**src/rtl/flowins_pkg.sv**
```systemverilog
package flowins_pkg;

  // Which flow character, if any, the tracker is asking for.
  typedef enum logic [1:0] {
    FC_NONE = 2'd0,
    FC_XOFF = 2'd1,
    FC_XON  = 2'd2
  } fc_req_e;

  localparam int unsigned CHAR_W = 8;

  function automatic logic fc_is_flow(input fc_req_e r);
    return r != FC_NONE;
  endfunction

endpackage

```
**src/rtl/flowins_thresh.sv**
```systemverilog
module flowins_thresh #(
  parameter int unsigned LVL_W   = 5,
  parameter int unsigned HI_TH   = 12,
  parameter int unsigned LO_TH   = 8,
  parameter bit          REG_CMP = 1'b1
) (
  input  logic             clk,
  input  logic             rst_n,
  input  logic [LVL_W-1:0] level,
  output logic             above_hi,
  output logic             below_lo
);

  localparam logic [LVL_W-1:0] HI_V = LVL_W'(HI_TH);
  localparam logic [LVL_W-1:0] LO_V = LVL_W'(LO_TH);

  logic above_c, below_c;

  assign above_c = level > HI_V;
  assign below_c = level < LO_V;

  generate
    if (REG_CMP) begin : g_reg
      // Registered compare: decisions use the level seen at the last edge.
      logic above_q, below_q;
      always_ff @(posedge clk or negedge rst_n) begin
        if (!rst_n) begin
          above_q <= 1'b0;
          below_q <= 1'b0;
        end else begin
          above_q <= above_c;
          below_q <= below_c;
        end
      end
      assign above_hi = above_q;
      assign below_lo = below_q;
    end else begin : g_comb
      assign above_hi = above_c;
      assign below_lo = below_c;
    end
  endgenerate

endmodule

```
**src/rtl/flowins_track.sv**
```systemverilog
module flowins_track
  import flowins_pkg::*;
(
  input  logic    clk,
  input  logic    rst_n,
  input  logic    auto_en,
  input  logic    above_hi,
  input  logic    below_lo,
  input  logic    sent_xoff,
  input  logic    sent_xon,
  output fc_req_e req,
  output logic    outstanding,
  output logic    last_xoff
);

  logic out_q, last_q;

  // The request is recomputed every cycle, so a condition that clears
  // simply withdraws it.
  always_comb begin
    req = FC_NONE;
    if (auto_en) begin
      if (above_hi && !out_q)     req = FC_XOFF;
      else if (below_lo && out_q) req = FC_XON;
    end
  end

  always_ff @(posedge clk or negedge rst_n) begin
    if (!rst_n) begin
      out_q  <= 1'b0;
      last_q <= 1'b0;
    end else begin
      if (!auto_en)       out_q <= 1'b0;
      else if (sent_xoff) out_q <= 1'b1;
      else if (sent_xon)  out_q <= 1'b0;

      if (sent_xoff)     last_q <= 1'b1;
      else if (sent_xon) last_q <= 1'b0;
    end
  end

  assign outstanding = out_q;
  assign last_xoff   = last_q;

endmodule

```
**src/rtl/flowins_arb.sv**
```systemverilog
module flowins_arb
  import flowins_pkg::*;
(
  input  fc_req_e           req,
  input  logic [CHAR_W-1:0] xon_code,
  input  logic [CHAR_W-1:0] xoff_code,
  input  logic              txq_nonempty,
  input  logic [CHAR_W-1:0] txq_data,
  input  logic              sh_ready,
  output logic              sh_valid,
  output logic [CHAR_W-1:0] sh_data,
  output logic              sh_is_flow,
  output logic              txq_pop,
  output logic              sent_xoff,
  output logic              sent_xon
);

  logic flow;

  assign flow = fc_is_flow(req);

  always_comb begin
    sh_is_flow = flow;
    sh_valid   = flow || txq_nonempty;
    unique case (req)
      FC_XOFF: sh_data = xoff_code;
      FC_XON:  sh_data = xon_code;
      default: sh_data = txq_data;
    endcase
  end

  assign txq_pop   = sh_ready && txq_nonempty && !flow;
  assign sent_xoff = sh_ready && (req == FC_XOFF);
  assign sent_xon  = sh_ready && (req == FC_XON);

endmodule

```
**src/rtl/flowins_top.sv**
```systemverilog
module flowins_top
  import flowins_pkg::*;
#(
  parameter int unsigned LVL_W = 5,
  parameter int unsigned HI_TH = 12,
  parameter int unsigned LO_TH = 8
) (
  input  logic             clk,
  input  logic             rst_n,
  input  logic             auto_rx_en,
  input  logic [LVL_W-1:0] rx_level,
  input  logic [7:0]       xon_code,
  input  logic [7:0]       xoff_code,
  input  logic             txq_nonempty,
  input  logic [7:0]       txq_data,
  output logic             txq_pop,
  output logic             sh_valid,
  input  logic             sh_ready,
  output logic [7:0]       sh_data,
  output logic             sh_is_flow,
  output logic             last_is_xoff,
  output logic             xoff_outstanding
);

  logic    above_hi, below_lo;
  logic    sent_xoff, sent_xon;
  fc_req_e req;

  flowins_thresh #(
    .LVL_W   (LVL_W),
    .HI_TH   (HI_TH),
    .LO_TH   (LO_TH),
    .REG_CMP (1'b1)
  ) u_thresh (
    .clk      (clk),
    .rst_n    (rst_n),
    .level    (rx_level),
    .above_hi (above_hi),
    .below_lo (below_lo)
  );

  flowins_track u_track (
    .clk         (clk),
    .rst_n       (rst_n),
    .auto_en     (auto_rx_en),
    .above_hi    (above_hi),
    .below_lo    (below_lo),
    .sent_xoff   (sent_xoff),
    .sent_xon    (sent_xon),
    .req         (req),
    .outstanding (xoff_outstanding),
    .last_xoff   (last_is_xoff)
  );

  flowins_arb u_arb (
    .req          (req),
    .xon_code     (xon_code),
    .xoff_code    (xoff_code),
    .txq_nonempty (txq_nonempty),
    .txq_data     (txq_data),
    .sh_ready     (sh_ready),
    .sh_valid     (sh_valid),
    .sh_data      (sh_data),
    .sh_is_flow   (sh_is_flow),
    .txq_pop      (txq_pop),
    .sent_xoff    (sent_xoff),
    .sent_xon     (sent_xon)
  );

endmodule

```
**config.mk**
```make
export PLATFORM = sky130hd
export DESIGN_NAME = flowins_top
export DESIGN_NICKNAME = d
export VERILOG_FILES = /design/src/rtl/flowins_pkg.sv /design/src/rtl/flowins_thresh.sv /design/src/rtl/flowins_track.sv /design/src/rtl/flowins_arb.sv /design/src/rtl/flowins_top.sv
export SDC_FILE = /design/constraint.sdc
export NUM_CORES = 1
export LEC_CHECK = 0
export BUFFER_PORTS_ARGS = -buffer_cell sky130_fd_sc_hd__clkbuf_2
export CAP_MARGIN = 20
export CORE_UTILIZATION = 33
export CTS_CLUSTER_SIZE = 16
export DETAILED_ROUTE_END_ITERATION = 10
export PLACE_DENSITY_LB_ADDON = 0.15
export SYNTH_ARGS = -nofsm -noshare
export SYNTH_HDL_FRONTEND = slang
export SYNTH_SLANG_ARGS = --single-unit
```
**constraint.sdc**
```tcl
create_clock -name clk -period 1 [get_ports clk]
set_input_delay 0.1 -clock clk [delete_from_list [all_inputs] [get_ports clk]]
set_output_delay 0.1 -clock clk [all_outputs]
set_load 0.05 [all_outputs]
```
==> flow_summary.ini <==
[global_route]
grt_pass1_vias = 629
grt_usage_pct = 18.45
antenna_found_initial = 0
grt_pass1_wl_mm = 2.594
grt_max_degree = 19
gr-total-overflow = 0

[detailed_routing]
wl_per_cell_um = 13.20
first_iter_violations = 11
ant_nets = 0
vias_per_cell = 5.250
drc = 0
firstDrtPassIters = 6
wl_mm = 1.690
dr_total_vias = 672

[critical_path]
crit_path_cell_trace = and3b_2, buf_12, o311ai_4, buf_8
arrival_ns = 1.47
crit_path_start_kind = flip-flop
reg2reg_to = u_track.last_xoff
critical_path.slowest_cell = dfrtp_2
required_ns = 0.90
reg2reg_from = u_track.outstanding
cpPeakStageDelay_ns = 0.38
reg2reg_depth = 3
cp_max_fo = 7
cpLargestDelayFamily = flip-flops
cp-end-kind = output port
worstSetupPathType = flip-flop to output port
reg2reg_slack_ns = -0.20
cp_num_buf_inv = 2

[sta]
finalCritPeriodShare_pct = 157.4
min_period_ns = 1.574
fin_worst_skew_ns = 0.007331
clock.fmax_ghz = 0.6355
hold_viol_final = 0
setup_viol = 14
holdWs_ns = 0.02693
rsz0062_at_grt = yes
setup_ws_ns = -0.5737
timing.max_slew.rel_slack_pct = 79.20
worstMarginPinSlew_ns = 0.3081
slew_violations = 0

[synthesis]
synth_nets = 94
ys_seq_area_share_pct = 18.31
netlist_instances = 60
netlist_area_um2 = 546.8
synth_warnings = 0
ys_ff_latch = 4
avgSynthCellArea_um2 = 9.113
synth_cell_types = 22

[die]
die-area_um2 = 1824
dieWidth_um = 42.71
fp-row-count = 14
core_area_um2 = 1524
pin_count = 47
die_h_um = 42.71
initial_core_util_pct = 35.88

[pwr]
peakVddDrop_mv = 0.6684
power_frac_seq_pct = 17.1
power_frac_comb_pct = 62.9
p_sw_mw = 0.4548
power_density_nw_per_um2 = 1019
p_int_mw = 0.6381
p_sw_share_pct = 41.61
p_leak_nw = 0.4968
p_total_mw = 1.093
clkPwrFrac_pct = 20.0

[cells_and_area]
fill_cells = 126
postLayoutCellArea_um2 = 1072
fin_cells = 128
most-common-layout-cells = clkbuf_2 (33), buf_8 (10), inv_1 (9), nand4b_1 (9)
final_common_cell = clkbuf_2
nNetsFinal = 147
drive_gt1_share_pct = 62.50
final_core_utilization_pct = 70.36
syn_to_final_growth_pct = 96.11
diodes = 0

[placed_design]
dp.cells = 122
gp_congestion = 0.7159
port_buffers = 46
placedInstanceArea_um2 = 907.1
post-dp-hpwl_mm = 1.207

[status]
violations = negative setup slack
status = finished with violations

[hold_path]
whs_path_depth = 2
min_to = u_thresh.below_lo
min_path_type = input port to flip-flop
holdCritStartpoint = rx_level[4]

[clock_network]
tritoncts = yes
clkTransAtPathRegs_ns = 0.05
cts_setup_buffers = 0
cts_sinks = 4
insertion_delay_ns = 0.23
htree_levels = 1
numCtsBuffers = 3
root_buffer = clkbuf_4
clockBufferDepth = 2

[flow_run]
drv_cap = 0
-- state kept, by name, summed over array words and instances (netlist names) --
| name | cells |
|---|---|
| u_track.last_xoff | 1 |
| u_thresh.above_hi | 1 |
| u_track.outstanding | 1 |
| u_thresh.below_lo | 1 |
-- metal layers --
| metal | vias up | global-route usage (%) | part of all wire (%) |
|---|---|---|---|
| li1 | 339 | - | - |
| met1 | 304 | 22.22 | 40 |
| met2 | 29 | 33.64 | 55 |
| met3 | 0 | 2.128 | 5.0 |
| met4 | 0 | 5.625 | 0 |
| met5 | - | 0 | 0 |
-- how the worst max path moves through the flow --
stage,start,to,slack [ns],cells after the start
floorplan,u_track.outstanding,sh_data[0],-0.62,3
global placement,u_track.outstanding,sh_data[0],-0.43,4
detailed placement,u_track.outstanding,sh_data[0],-0.46,4
CTS,u_track.outstanding,sh_data[1],-0.58,4
global route,u_track.outstanding,sh_data[3],-0.60,4
finish,u_track.outstanding,sh_data[3],-0.57,4
-- power by group through the flow --
| stage | clock network, mW | logic (mW) | registers, mW |
|---|---|---|---|
| finish | 0.218 | 0.687 | 0.187 |
| global route | 0.232 | 0.720 | 0.191 |
| detailed placement | 0 | 0.572 | 0.189 |
| global placement | 0 | 0.567 | 0.188 |
| CTS | 0.227 | 0.660 | 0.188 |
| floorplan | 0 | 0.389 | 0.221 |
-- timing repair --
action                                 4_1_cts  5_1_grt
setup endpoints to repair                   14       15
gates cloned                                 1        0
pin swaps                                    4        0
endpoints found under the hold margin        4        0
hold buffers                                 1        0
resized for setup                           25       11
-- per-stage QoR --
step	setup TNS, ns	worst slack [ns]
after floorplan	-6.246	-0.6178
after global placement	-4.071	-0.4304
after detailed placement	-4.292	-0.4588
after CTS	-6.428	-0.5777
after global routing	-6.758	-0.6006
final	-6.015	-0.5737
-- cell type report --
cell class                 count  area, µm²  share of cell area (%)
multi-input combinational     40      456.7                   42.59
inverter                       9      33.78                   3.151
tap                           16      20.02                   1.867
timing repair buffer          55      434.2                   40.49
clock buffer                   4      26.28                   2.450
sequential                     4      101.3                   9.452
-- synthesized netlist by cell type --
cell type / count / area, µm²
buf_4: 2 / 15.01
nor2_1: 1 / 3.750
a21boi_0: 1 / 7.510
clkbuf_1: 2 / 7.510
dfrtp_1: 4 / 100.1
nand4b_1: 9 / 78.83
or3_1: 1 / 6.260
inv_1: 9 / 33.78
buf_6: 2 / 22.52
buf_2: 2 / 10.01
o311ai_0: 1 / 8.760
o21a_1: 1 / 7.510
or2_1: 1 / 6.260
and3b_2: 1 / 10.01
and3b_1: 1 / 8.760
o311ai_2: 8 / 130.1
and3_4: 1 / 11.26
nand4_1: 8 / 50.05
nand2_1: 1 / 3.750
o211ai_1: 1 / 7.510
nor3_1: 1 / 5.000
nand2b_1: 2 / 12.51
-- cell families (layout without fill, tap and decap cells) --
| family | count (synthesis) | after routing | synth area share [%] |
|---|---|---|---|
| AOI/OAI and AO/OA | 12 | 12 | 29.52 |
| buffers and inverters | 17 | 68 | 16.25 |
| DFF | 4 | 4 | 18.31 |
| and+or+nand+nor | 27 | 28 | 35.93 |
No activity file was read; power rests on OpenSTA's default activity.
